[src/rtl/dac_cmd_pkg.sv]
package dac_cmd_pkg;

    parameter int unsigned DATA_W = 12;
    parameter int unsigned HDR_W  = 4;
    parameter int unsigned WORD_W = DATA_W + HDR_W;
    parameter int unsigned CNT_W  = $clog2(WORD_W + 1);

    typedef enum logic [1:0] {
        RT_B_AND_BUF = 2'b00,
        RT_BUF_ONLY  = 2'b01,
        RT_A_XFER    = 2'b10,
        RT_RSVD      = 2'b11
    } route_e;

    typedef struct packed {
        logic              sel_hi;
        logic              fast;
        logic              pdown;
        logic              sel_lo;
        logic [DATA_W-1:0] data;
    } cmd_word_t;

    function automatic route_e route_of(input cmd_word_t w);
        return route_e'({w.sel_hi, w.sel_lo});
    endfunction

    function automatic logic [WORD_W-1:0] left_align(input logic [WORD_W-1:0] v,
                                                     input logic [CNT_W-1:0]  n);
        return v << (CNT_W'(WORD_W) - n);
    endfunction

endpackage

[src/rtl/pin_sync.sv]
module pin_sync #(
    parameter int unsigned STAGES  = 2,
    parameter int unsigned W       = 1,
    parameter logic [W-1:0] RST_VAL = '0
) (
    input  logic         clk,
    input  logic         rst,
    input  logic [W-1:0] d_in,
    output logic [W-1:0] q_out
);
    logic [STAGES-1:0][W-1:0] stage_q;

    always_ff @(posedge clk) begin
        if (rst) begin
            for (int i = 0; i < int'(STAGES); i++) stage_q[i] <= RST_VAL;
        end else begin
            stage_q[0] <= d_in;
            for (int i = 1; i < int'(STAGES); i++) stage_q[i] <= stage_q[i-1];
        end
    end

    assign q_out = stage_q[STAGES-1];
endmodule

[src/rtl/frame_shifter.sv]
module frame_shifter
    import dac_cmd_pkg::*;
(
    input  logic      clk,
    input  logic      rst,
    input  logic      sel_n_s,
    input  logic      sck_s,
    input  logic      sdat_s,
    output logic      cmt_vld,
    output cmd_word_t cmt_word
);
    logic              sel_q, sck_q, done;
    logic [WORD_W-1:0] shreg;
    logic [CNT_W-1:0]  cnt;
    logic              sel_fall, sel_rise, sck_fall;
    logic [WORD_W-1:0] shift_nxt;

    always_comb begin
        sel_fall  = sel_q & ~sel_n_s;
        sel_rise  = ~sel_q & sel_n_s;
        sck_fall  = sck_q & ~sck_s;
        shift_nxt = {shreg[WORD_W-2:0], sdat_s};
    end

    always_ff @(posedge clk) begin
        if (rst) begin
            sel_q    <= 1'b1;
            sck_q    <= 1'b1;
            done     <= 1'b1;
            shreg    <= '0;
            cnt      <= '0;
            cmt_vld  <= 1'b0;
            cmt_word <= '0;
        end else begin
            sel_q   <= sel_n_s;
            sck_q   <= sck_s;
            cmt_vld <= 1'b0;
            if (sel_fall) begin
                shreg <= '0;
                cnt   <= '0;
                done  <= 1'b0;
            end else if (!sel_n_s && sck_fall && !done) begin
                shreg <= shift_nxt;
                cnt   <= cnt + CNT_W'(1);
                if (cnt == CNT_W'(WORD_W - 1)) begin
                    done     <= 1'b1;
                    cmt_vld  <= 1'b1;
                    cmt_word <= cmd_word_t'(shift_nxt);
                end
            end else if (sel_rise && !done && cnt != '0) begin
                done     <= 1'b1;
                cmt_vld  <= 1'b1;
                cmt_word <= cmd_word_t'(left_align(shreg, cnt));
            end
        end
    end
endmodule

[src/rtl/cmd_apply.sv]
module cmd_apply
    import dac_cmd_pkg::*;
(
    input  logic              clk,
    input  logic              rst,
    input  logic              cmt_vld,
    input  cmd_word_t         cmt_word,
    output logic [DATA_W-1:0] dac_a,
    output logic [DATA_W-1:0] dac_b,
    output logic [DATA_W-1:0] hold_buf,
    output logic              fast_mode,
    output logic              power_down
);
    route_e rt;
    assign rt = route_of(cmt_word);

    always_ff @(posedge clk) begin
        if (rst) begin
            dac_a      <= '0;
            dac_b      <= '0;
            hold_buf   <= '0;
            fast_mode  <= 1'b0;
            power_down <= 1'b0;
        end else if (cmt_vld && rt != RT_RSVD) begin
            fast_mode  <= cmt_word.fast;
            power_down <= cmt_word.pdown;
            unique case (rt)
                RT_B_AND_BUF: begin
                    dac_b    <= cmt_word.data;
                    hold_buf <= cmt_word.data;
                end
                RT_BUF_ONLY: hold_buf <= cmt_word.data;
                RT_A_XFER: begin
                    dac_a <= cmt_word.data;
                    dac_b <= hold_buf;
                end
                default: ;
            endcase
        end
    end
endmodule

[src/rtl/dual_dac_cmd_decoder.sv]
module dual_dac_cmd_decoder
    import dac_cmd_pkg::*;
#(
    parameter int unsigned SYNC_STAGES = 2
) (
    input  logic              clk,
    input  logic              rst,
    input  logic              sel_n,
    input  logic              ser_clk,
    input  logic              ser_data,
    output logic [DATA_W-1:0] dac_a,
    output logic [DATA_W-1:0] dac_b,
    output logic              fast_mode,
    output logic              power_down
);
    logic [2:0]        sync_q;
    logic              cmt_vld;
    cmd_word_t         cmt_word;
    logic [DATA_W-1:0] hold_buf;

    pin_sync #(.STAGES(SYNC_STAGES), .W(3), .RST_VAL(3'b110)) i_sync (
        .clk(clk), .rst(rst),
        .d_in({sel_n, ser_clk, ser_data}),
        .q_out(sync_q)
    );

    frame_shifter i_shift (
        .clk(clk), .rst(rst),
        .sel_n_s(sync_q[2]), .sck_s(sync_q[1]), .sdat_s(sync_q[0]),
        .cmt_vld(cmt_vld), .cmt_word(cmt_word)
    );

    cmd_apply i_apply (
        .clk(clk), .rst(rst),
        .cmt_vld(cmt_vld), .cmt_word(cmt_word),
        .dac_a(dac_a), .dac_b(dac_b), .hold_buf(hold_buf),
        .fast_mode(fast_mode), .power_down(power_down)
    );
endmodule

[config.mk]
export PLATFORM = sky130hd
export DESIGN_NAME = dual_dac_cmd_decoder
export DESIGN_NICKNAME = d
export VERILOG_FILES = /design/src/rtl/dac_cmd_pkg.sv /design/src/rtl/pin_sync.sv /design/src/rtl/frame_shifter.sv /design/src/rtl/cmd_apply.sv /design/src/rtl/dual_dac_cmd_decoder.sv
export SDC_FILE = /design/constraint.sdc
export NUM_CORES = 1
export LEC_CHECK = 0
export CAP_MARGIN = 20
export CORE_MARGIN = 8
export CORE_UTILIZATION = 45
export DETAILED_ROUTE_END_ITERATION = 7
export GPL_TIMING_DRIVEN = 0
export PLACE_DENSITY_LB_ADDON = 0.3
export SYNTH_ARGS = -nofsm -noshare
export SYNTH_HDL_FRONTEND = slang
export SYNTH_SLANG_ARGS = --single-unit
[constraint.sdc]
create_clock -name clk -period 3.5 [get_ports clk]
set_input_delay 0.7 -clock clk [delete_from_list [all_inputs] [get_ports clk]]
set_output_delay 0.7 -clock clk [all_outputs]
set_load 0.02 [all_outputs]
== Word level (Yosys, flattened, before mapping) ==
Cells that the tools add are included.

* Bitwise operators: 7
* Equality and inequality tests: 6
* $add $sub $neg: 2
* Shift operators: 1
* Reduce and logical (&&, ||, !) cells: 19
* Muxes and demuxes: 11

{| class="wikitable"
|+ Operators by type and width
! kind !! count
|-
| two-way mux 16 bit || 3
|-
| case mux 12 bit (2 select lines) || 1
|-
| << shifter 16 x 5 -> 16 bit || 1
|-
| AND reduction 2 bit || 4
|-
| two-way mux 1 bit || 7
|-
| adder 5 x 1 -> 5 bit, second input constant || 1
|-
| equality test 5 x 4 -> 1 bit, second input constant || 1
|-
| logical AND 1 bit || 5
|-
| nonzero test 5 bit || 1
|-
| subtractor 5 bit, first input constant || 1
|-
| inequality test 2 bit, second input constant || 2
|-
| inverter 1 bit || 4
|-
| nonzero test 2 bit || 2
|-
| OR reduction 2 bit || 2
|-
| bitwise AND 1 bit || 3
|-
| inequality test 3 x 2 -> 1 bit, second input constant || 1
|-
| AND reduction 3 bit || 1
|-
| nonzero test 3 bit || 1
|-
| equality test 2 x 1 -> 1 bit, second input constant || 1
|-
| equality test 2 bit, second input constant || 1
|-
| zero test 1 bit || 2
|-
| zero test 2 bit || 1
|}

* Bits in registers: 85
* Word-level logic and storage cells: 64
* Output and inout bits: 26

== Depth between registers and ports, before layout ==
Gate-level depths: netlist (run 1).

* Depth after elaboration: 7
* Gate-level depth with buffers: 10

== Cells and area by module ==
A second synthesis (run 1) with hierarchy kept.

* Cell total of the unflattened synthesis: 447
* Area total of the unflattened synthesis: 3966.3 µm²

{| class="wikitable"
|+ Modules (own cells, without submodules)
! module !! cells each !! times used !! area an instance (µm²)
|-
| frame_shifter || 263 || 1 || 2279.7
|-
| cmd_apply || 169 || 1 || 1506.4
|-
| pin_sync || 15 || 1 || 180.2
|}

== Worst setup path after synthesis (run 1) ==
No wires, ideal clock.

* Path kind: register to register
* From: register i_shift.cnt[0]
* To: register i_shift.cmt_word[12] (netlist name)
* Data required time: 3378 ps
* Arrival time: 2436 ps
* Setup slack: 941 ps
* Cell stages (with the launch flop): 9
* Setup time: 122 ps
* Cells stage by stage: dfxtp_1 -> buf_2 -> inv_2 -> ha_1 -> clkbuf_1 -> mux2_1 -> mux4_2 -> a21oi_1 -> a31oi_1

* Word-level cells in the longest chain between the ends: 4

{| class="wikitable"
|+ Ends and longest elaborated chain
! item !! line !! source
|-
| start, declared || frame_shifter.sv:14 || <nowiki>logic [CNT_W-1:0] cnt;</nowiki>
|-
| start signal, assigned || frame_shifter.sv:44 || <nowiki>cnt <= cnt + CNT_W'(1);</nowiki>
|-
| subtractor 5 bit or nonzero test 5 bit (tied branches) || dac_cmd_pkg.sv:29, frame_shifter.sv:50 ||
|-
| << shifter 16 x 5 -> 16 bit or logical AND 1 bit (tied branches) || dac_cmd_pkg.sv:29, frame_shifter.sv:50 ||
|-
| two-way mux 16 bit or nonzero test 2 bit (tied branches) || - ||
|-
| two-way mux 16 bit or AND reduction 3 bit (tied branches) || - ||
|}

Parallel ways exist; a longest one is shown, timed or not. The select of a mux whose other input is x is not followed.
A chain may end at the register's enable or synchronous reset.

== Worst setup path in the final report (run 1) ==
* From: register i_shift.cnt[0]
* To: register i_shift.cmt_word[15] (netlist name)

* Word-level cells in the longest chain between the ends: 4

{| class="wikitable"
|+ Ends and longest elaborated chain
! item !! line
|-
| subtractor 5 bit or nonzero test 5 bit (tied branches) || dac_cmd_pkg.sv:29, frame_shifter.sv:50
|-
| << shifter 16 x 5 -> 16 bit or logical AND 1 bit (tied branches) || dac_cmd_pkg.sv:29, frame_shifter.sv:50
|-
| two-way mux 16 bit or nonzero test 2 bit (tied branches) || -
|-
| two-way mux 16 bit or AND reduction 3 bit (tied branches) || -
|}

Parallel ways exist; a longest one is shown, timed or not. The select of a mux whose other input is x is not followed.

==> results of run 1 <==
==> state kept, by name (all words and copies together), names as in the netlist <==
| name | cells |
|---|---|
| i_apply.dac_a | 12 |
| i_apply.dac_b | 12 |
| i_apply.fast_mode | 1 |
| i_apply.hold_buf | 12 |
| i_apply.power_down | 1 |
| i_shift.cmt_vld | 1 |
| i_shift.cmt_word | 16 |
| i_shift.cnt | 5 |
| i_shift.done | 1 |
| i_shift.sck_q | 1 |
| i_shift.sel_q | 1 |
| i_shift.shreg | 16 |
| i_sync.q_out | 3 |
| i_sync.stage_q | 3 |
==> cell families (layout without fill, tap and decap cells) <==
kind of cell               after synthesis  count (layout)  share of synthesized area, %
and+or+nand+nor                        149             149                          16.9
AOI/OAI and AO/OA                      104             104                          16.9
DFF                                     85              85                          43.4
muxes                                   46              46                          16.1
buffers and inverters                   36              82                          4.05
adders and majority gates                4               4                          1.28
xor gates and xnor gates                 4               4                          1.28
==> per-layer routing <==
layer  GRT usage, %  part of all wire, %
met2           26.4                   47
met3           3.11                  4.8
met4           6.17                  1.8
met5              0                    0
met1           20.7                   47
==> cells in the final DEF, fill, tap and decap left out, drive strengths merged, types with 2 or more instances in the layout <==
| cell | instances |
|---|---|
| a211oi | 15 |
| a21oi | 44 |
| a22oi | 2 |
| a31oi | 18 |
| and2 | 3 |
| buf | 9 |
| clkbuf | 29 |
| clkdlybuf4s50 | 30 |
| clkinv | 2 |
| clkinvlp | 3 |
| dfxtp | 85 |
| ha | 4 |
| inv | 8 |
| mux2 | 18 |
| mux2i | 16 |
| mux4 | 12 |
| nand2 | 101 |
| nand2b | 2 |
| nor2 | 20 |
| nor2b | 6 |
| nor3 | 2 |
| nor3b | 2 |
| o21ai | 17 |
| or2 | 6 |
| xor2 | 3 |
==> per-stage QoR <==
stage | power (µW) | cells | utilization, % | hold slack, ps | worst slack [ps]
after floorplan | 1020 | 428 | - | 389 | 941
after global placement | 1030 | 566 | 50.7 | 392 | 514
after detailed placement | 1030 | 566 | 50.7 | 394 | 484
after CTS | 1730 | 582 | 53.0 | 415 | 473
after global routing | 1780 | 582 | 53.0 | 421 | 254
final | 1710 | 582 | 53.0 | 413 | 464
==> power by group through the flow <==
stage,combinational [µW],sequential (µW),clock (µW)
CTS,32.8,975,725
floorplan,19.8,996,0
global placement,32.1,997,0
detailed placement,32.6,997,0
finish,32.0,975,704
global route,35.7,975,766
==> worst paths after layout <==
kind / from / end / slack (ps) / cells after the start
max: i_shift.cnt[0] / i_shift.cmt_word[15] / 460 / 8
max reg2reg: i_shift.cnt[0] / i_shift.cmt_word[15] / 460 / 8
min: i_sync.stage_q[1] / i_sync.q_out[1] / 410 / 1
min reg2reg: i_sync.stage_q[1] / i_sync.q_out[1] / 410 / 1
==> area by class of cell <==
class	count	area share, %
inverters	7	0.577
clock buffers	9	2.72
well taps	108	2.97
clock inverters	7	1.65
plain buffers	29	2.91
repair buffers	30	6.59
flip-flops and latches	85	37.4
multi-input cells	307	45.2
==> results.sh, run 1 <==
export IMPL_intPower_uw=1310
export IMPL_avgSynthCellArea_um2=9.16
export IMPL_p_comb_share_pct=1.9
export IMPL_netlist_area_leader_share_pct=43.4
export IMPL_yosys_top_cells_count="nand2_1 (101), dfxtp_1 (85), a21oi_1 (44), clkbuf_1 (20), nor2_1 (20)"
export IMPL_fillCellCount=832
export IMPL_slowest_delay_ps=490
export IMPL_placed_area_mm2=0.00436
export IMPL_p_leak_uw=0.00146
export IMPL_ys_async_sr_fraction_pct=0
export IMPL_ios=31
export IMPL_fp_coreArea_mm2=0.00859
export IMPL_finalCritPeriodShare_pct=86.7
export IMPL_dr_total_vias=3145
export IMPL_status="complete, no violations"
export IMPL_power_per_cell_area_mw_per_mm2=376
export IMPL_syn_num_nets=437
export IMPL_synth_cells=428
export IMPL_finalMaxSlewViolations=0
export IMPL_grt_pass1_wl_um=15400
export IMPL_required_ps=3740
export IMPL_cp_arrival_ps=3280
export IMPL_criticalPathCategory="reg -> reg"
export IMPL_cpMaxStageDelayCell="mux4_2"
export IMPL_routed_wl_um=9190
export IMPL_fin_area_mm2=0.00456
export IMPL_synthTopCellsByArea="dfxtp_1 (43%), nand2_1 (9.7%), mux4_2 (6.9%), a21oi_1 (5.6%), mux2i_1 (4.1%)"
export IMPL_htreeDepth=3
export IMPL_yosys_warnings=0
export IMPL_start_util_pct=45.6
export IMPL_critPathCaptureType="flop"
export IMPL_crit_buf_inv=3
export IMPL_firstDrtPassIters=4
export IMPL_antenna_found_initial=0
export IMPL_setup_tns_ps=0
export IMPL_die_h_um=109
export IMPL_clock_latency_ps=360
export IMPL_max_freq_mhz=329
export IMPL_routabilityCongestion=0.944
export IMPL_die_area_mm2=0.0120
export IMPL_port_buffers=30
export IMPL_root_buffer="clkbuf_8"
export IMPL_via_per_inst=5.40
export IMPL_synth_edf_count=0
export IMPL_cp_top_family="buffers and inverters"
export IMPL_drive_gt1_share_pct=13.3
export IMPL_seq_area_mm2=0.00170
export IMPL_synth_area_leader_cell="dfxtp_1"
export IMPL_worstPathMaxFanout=10
export IMPL_die_x_um=109
export IMPL_num_antenna_cells=0
export IMPL_antenna_left=0
export IMPL_p_sw_share_pct=23.2
export IMPL_multi_input_area_mm2=0.00206
export IMPL_grt_pass1_vias=3089
export IMPL_startpoint_type="flop"
export IMPL_clk_path_buf_depth=2
export IMPL_yosys_most_used_dff="dfxtp_1"
export IMPL_grt_ovfl_total=0
export IMPL_grtUsageTotal_pct=16.2
export IMPL_drt_iter0_markers=177
export IMPL_period_needed_ps=3040
export IMPL_fin_skew_ps=13.9
export IMPL_crit_chain="buf_2 > inv_2 > ha_1 > clkbuf_1 > mux2_2 > mux4_2 > a22oi_1 > o2bb2ai_1"
export IMPL_drc_errors=0
export IMPL_worst_slew_pin_slew_ps=614
export IMPL_path_clk_slew_ps=90
export IMPL_synth_seq_area_share_pct=43.4
export IMPL_max_slew_margin_pct=59.1
export IMPL_cts_sinks=85
export IMPL_finalSetupViolCount=0
export IMPL_maxCapViolCount=0
export IMPL_finalHoldViolations=0
export IMPL_ys_types=44
export IMPL_syn_area_mm2=0.00392
export IMPL_numCtsBuffers=9
export IMPL_cts_tree="yes"
export IMPL_fin_nets=478
export IMPL_dpl_hpwl_um=6970
export IMPL_rsz0062_at_grt="no"
export IMPL_ir_worst_vdd_mv=0.186
export IMPL_rows=34
export IMPL_power_net_switching_uw=397
export IMPL_area_growth_syn_to_layout_pct=16.2
export IMPL_grt_max_degree=16
export IMPL_synth_most_common_cell="nand2_1"
export IMPL_hold_path_class="reg -> reg"
export IMPL_power_frac_clock_pct=41.2
export IMPL_cts_setup_buffers=0
export IMPL_seqPwrFrac_pct=57.0
export IMPL_ys_seq_elements=85
export IMPL_cts_resized=0
export IMPL_wl_per_cell_um=15.8
export IMPL_cts_hold_buf=0
(Power assumes the default switching activity.)
==> inputs of run 2 (changes only) <==
--- a/config.mk
+++ b/config.mk
@@ -5,6 +5,7 @@
 export SDC_FILE = /design/constraint.sdc
 export NUM_CORES = 1
 export LEC_CHECK = 0
+export ABC_AREA = 0
 export CAP_MARGIN = 20
 export CORE_MARGIN = 8
 export CORE_UTILIZATION = 45
==> results of run 2 <==
Same layout as run 1: the final DEF is identical, and so are final timing and power.
==> inputs of run 3 (changes only) <==
--- a/config.mk
+++ b/config.mk
@@ -9,9 +9,11 @@
 export CAP_MARGIN = 20
 export CORE_MARGIN = 8
 export CORE_UTILIZATION = 45
+export CTS_CLUSTER_DIAMETER = 120
 export DETAILED_ROUTE_END_ITERATION = 7
 export GPL_TIMING_DRIVEN = 0
 export PLACE_DENSITY_LB_ADDON = 0.3
+export REMOVE_ABC_BUFFERS = 1
 export SYNTH_ARGS = -nofsm -noshare
 export SYNTH_HDL_FRONTEND = slang
 export SYNTH_SLANG_ARGS = --single-unit
==> results.sh, run 3 (synthesis results as in run 1) <==
export IMPL_status="complete, no violations"
export IMPL_fin_nets=451
export IMPL_drive_gt1_share_pct=13.2
export IMPL_required_ps=3770
export IMPL_cts_sinks=85
export IMPL_grt_pass1_vias=2925
export IMPL_die_h_um=109
export IMPL_maxCapViolCount=0
export IMPL_start_util_pct=45.6
export IMPL_cpMostUsedCell="ha_1"
export IMPL_htreeDepth=3
export IMPL_power_per_cell_area_mw_per_mm2=382
export IMPL_intPower_uw=1310
export IMPL_dpl_hpwl_um=5770
export IMPL_die_area_mm2=0.0120
export IMPL_grtUsageMet1_pct=18.8
export IMPL_routabilityCongestion=0.913
export IMPL_port_buffers=30
export IMPL_cts_setup_buffers=0
export IMPL_p_sw_share_pct=22.8
export IMPL_wl_per_cell_um=15.4
export IMPL_grtUsageTotal_pct=15.0
export IMPL_drc_errors=0
export IMPL_whs_ps=412
export IMPL_startpoint_type="flop"
export IMPL_grt_max_degree=50
export IMPL_hold_path_class="reg -> reg"
export IMPL_numCtsBuffers=9
export IMPL_power_net_switching_uw=388
export IMPL_finalCritPeriodShare_pct=86.1
export IMPL_finalMaxSlewViolations=0
export IMPL_rows=34
export IMPL_cts_tree="yes"
export IMPL_grt_ovfl_total=0
export IMPL_ir_worst_vdd_mv=0.200
export IMPL_p_comb_share_pct=1.6
export IMPL_via_per_inst=5.56
export IMPL_worstPathMaxFanout=14
export IMPL_clk_path_buf_depth=2
export IMPL_slowest_delay_ps=680
export IMPL_dr_total_vias=3080
export IMPL_die_x_um=109
export IMPL_crit_chain="inv_2 > ha_1 > nor3b_1 > ha_1 > nand2b_1 > a211oi_4 > mux2_2 > o221ai_1"
export IMPL_ios=31
export IMPL_fillCellCount=805
export IMPL_final_cell_mix="nand2_1 (101), dfxtp_1 (84), a21oi_1 (44), clkdlybuf4s50_1 (29), nor2_1 (20)"
export IMPL_p_leak_uw=0.00140
export IMPL_largest_registers="i_shift.cmt_word (16), i_shift.shreg (16)"
export IMPL_fin_area_mm2=0.00445
export IMPL_final_common_cell="nand2_1"
export IMPL_placed_area_mm2=0.00424
export IMPL_seqPwrFrac_pct=57.4
export IMPL_period_needed_ps=3010
export IMPL_finalSetupViolCount=0
export IMPL_firstDrtPassIters=4
export IMPL_max_freq_mhz=332
export IMPL_antenna_left=0
export IMPL_fin_skew_ps=9.53
export IMPL_root_buffer="clkbuf_8"
export IMPL_critPathCaptureType="flop"
export IMPL_crit_buf_inv=1
export IMPL_drt_iter0_markers=171
export IMPL_antenna_found_initial=0
export IMPL_busiest_layer="met2"
export IMPL_power_frac_clock_pct=41.0
export IMPL_worst_slew_pin_slew_ps=967
export IMPL_use_met2_pct=24.8
export IMPL_gr_usage_met3_pct=3.81
export IMPL_path_clk_slew_ps=90
export IMPL_num_antenna_cells=0
export IMPL_cp_top_family="compound AO/OA/AOI/OAI gates"
export IMPL_routed_wl_um=8530
export IMPL_cpMaxStageDelayCell="a211oi_4"
export IMPL_rsz0062_at_grt="no"
export IMPL_criticalPathCategory="reg -> reg"
export IMPL_fp_coreArea_mm2=0.00859
export IMPL_finalHoldViolations=0
export IMPL_max_slew_margin_pct=35.4
export IMPL_area_growth_syn_to_layout_pct=13.5
export IMPL_grt_pass1_wl_um=14200
export IMPL_clock_latency_ps=350
export IMPL_cp_arrival_ps=3280
## run 3: cell count changes in the layout (fill, tap and decap cells not counted), sizes merged
cell and change:
clkdlybuf4s50 -1, clkbuf -20, buf -7, clkinvlp -2, inv +1, a211oi +1
## run 3: layer usage
metal | vias to the layer above | wire [µm] | part of all wire (%)
met5 | - | 0 | 0
met3 | 10 | 598 | 7.0
met4 | 0 | 102 | 1.2
met2 | 97 | 4010 | 47
met1 | 1433 | 3820 | 45
li1 | 1540 | - | -
## run 3: cell type report
class                      instances  area, µm²  share of cell area, %
multi-input combinational        308       2080                   46.7
inverter                           7       26.3                  0.591
tap                              108        135                   3.04
clock buffer                       9        124                   2.78
timing repair buffer              31        310                   6.97
clock inverter                     6       72.6                   1.63
sequential                        85       1700                   38.3
## run 3: final timing paths
check | startpoint | end | slack, ps | cells past startpoint
worst min register to register | i_sync.stage_q[1] | i_sync.q_out[1] | 410 | 1
worst max-delay path | i_shift.cnt[0] | i_shift.cmt_word[13] | 490 | 8
worst max register to register | i_shift.cnt[0] | i_shift.cmt_word[13] | 490 | 8
worst min-delay path | i_sync.stage_q[1] | i_sync.q_out[1] | 410 | 1
## run 3: worst register-to-register path: cells and delay by family (launching register included)
kind / cells / cell delay (ps)
AO/OA/AOI/OAI: 2 / 850
flip-flops: 1 / 560
adder cells (fa/ha/maj): 2 / 500
AND/OR/NAND/NOR: 2 / 410
multiplexers: 1 / 410
buffers and inverters: 1 / 200
## run 3: through the flow
step / worst slack, ps / utilization (%) / total power [µW] / TNS [ps] / cells
4_1_cts: 152 / 51.8 / 1720 / 0 / 554
2_1_floorplan: 570 / - / 1010 / 0 / 399
3_5_place_dp: -45.1 / 49.3 / 1030 / -45.1 / 538
5_1_grt: 271 / 51.8 / 1770 / 0 / 554
6_report: 488 / 51.8 / 1700 / 0 / 554
3_3_place_gp: -789 / 49.2 / 1030 / -18490 / 537
## run 3: power by group through the flow
stage	Combinational [µW]	Clock, µW	Sequential (µW)
3_5_place_dp	28.4	0	998
3_3_place_gp	28.2	0	997
6_report	27.8	697	975
4_1_cts	28.4	719	976
5_1_grt	30.6	761	976
2_1_floorplan	11.4	0	997
## run 3: repair_timing
item,in CTS,in global routing
pin swaps,1,0
hold buffers,0,0
endpoints found under the setup margin,1,7
gates resized for setup,0,1
cloned,1,0
endpoints found under the hold margin,0,0
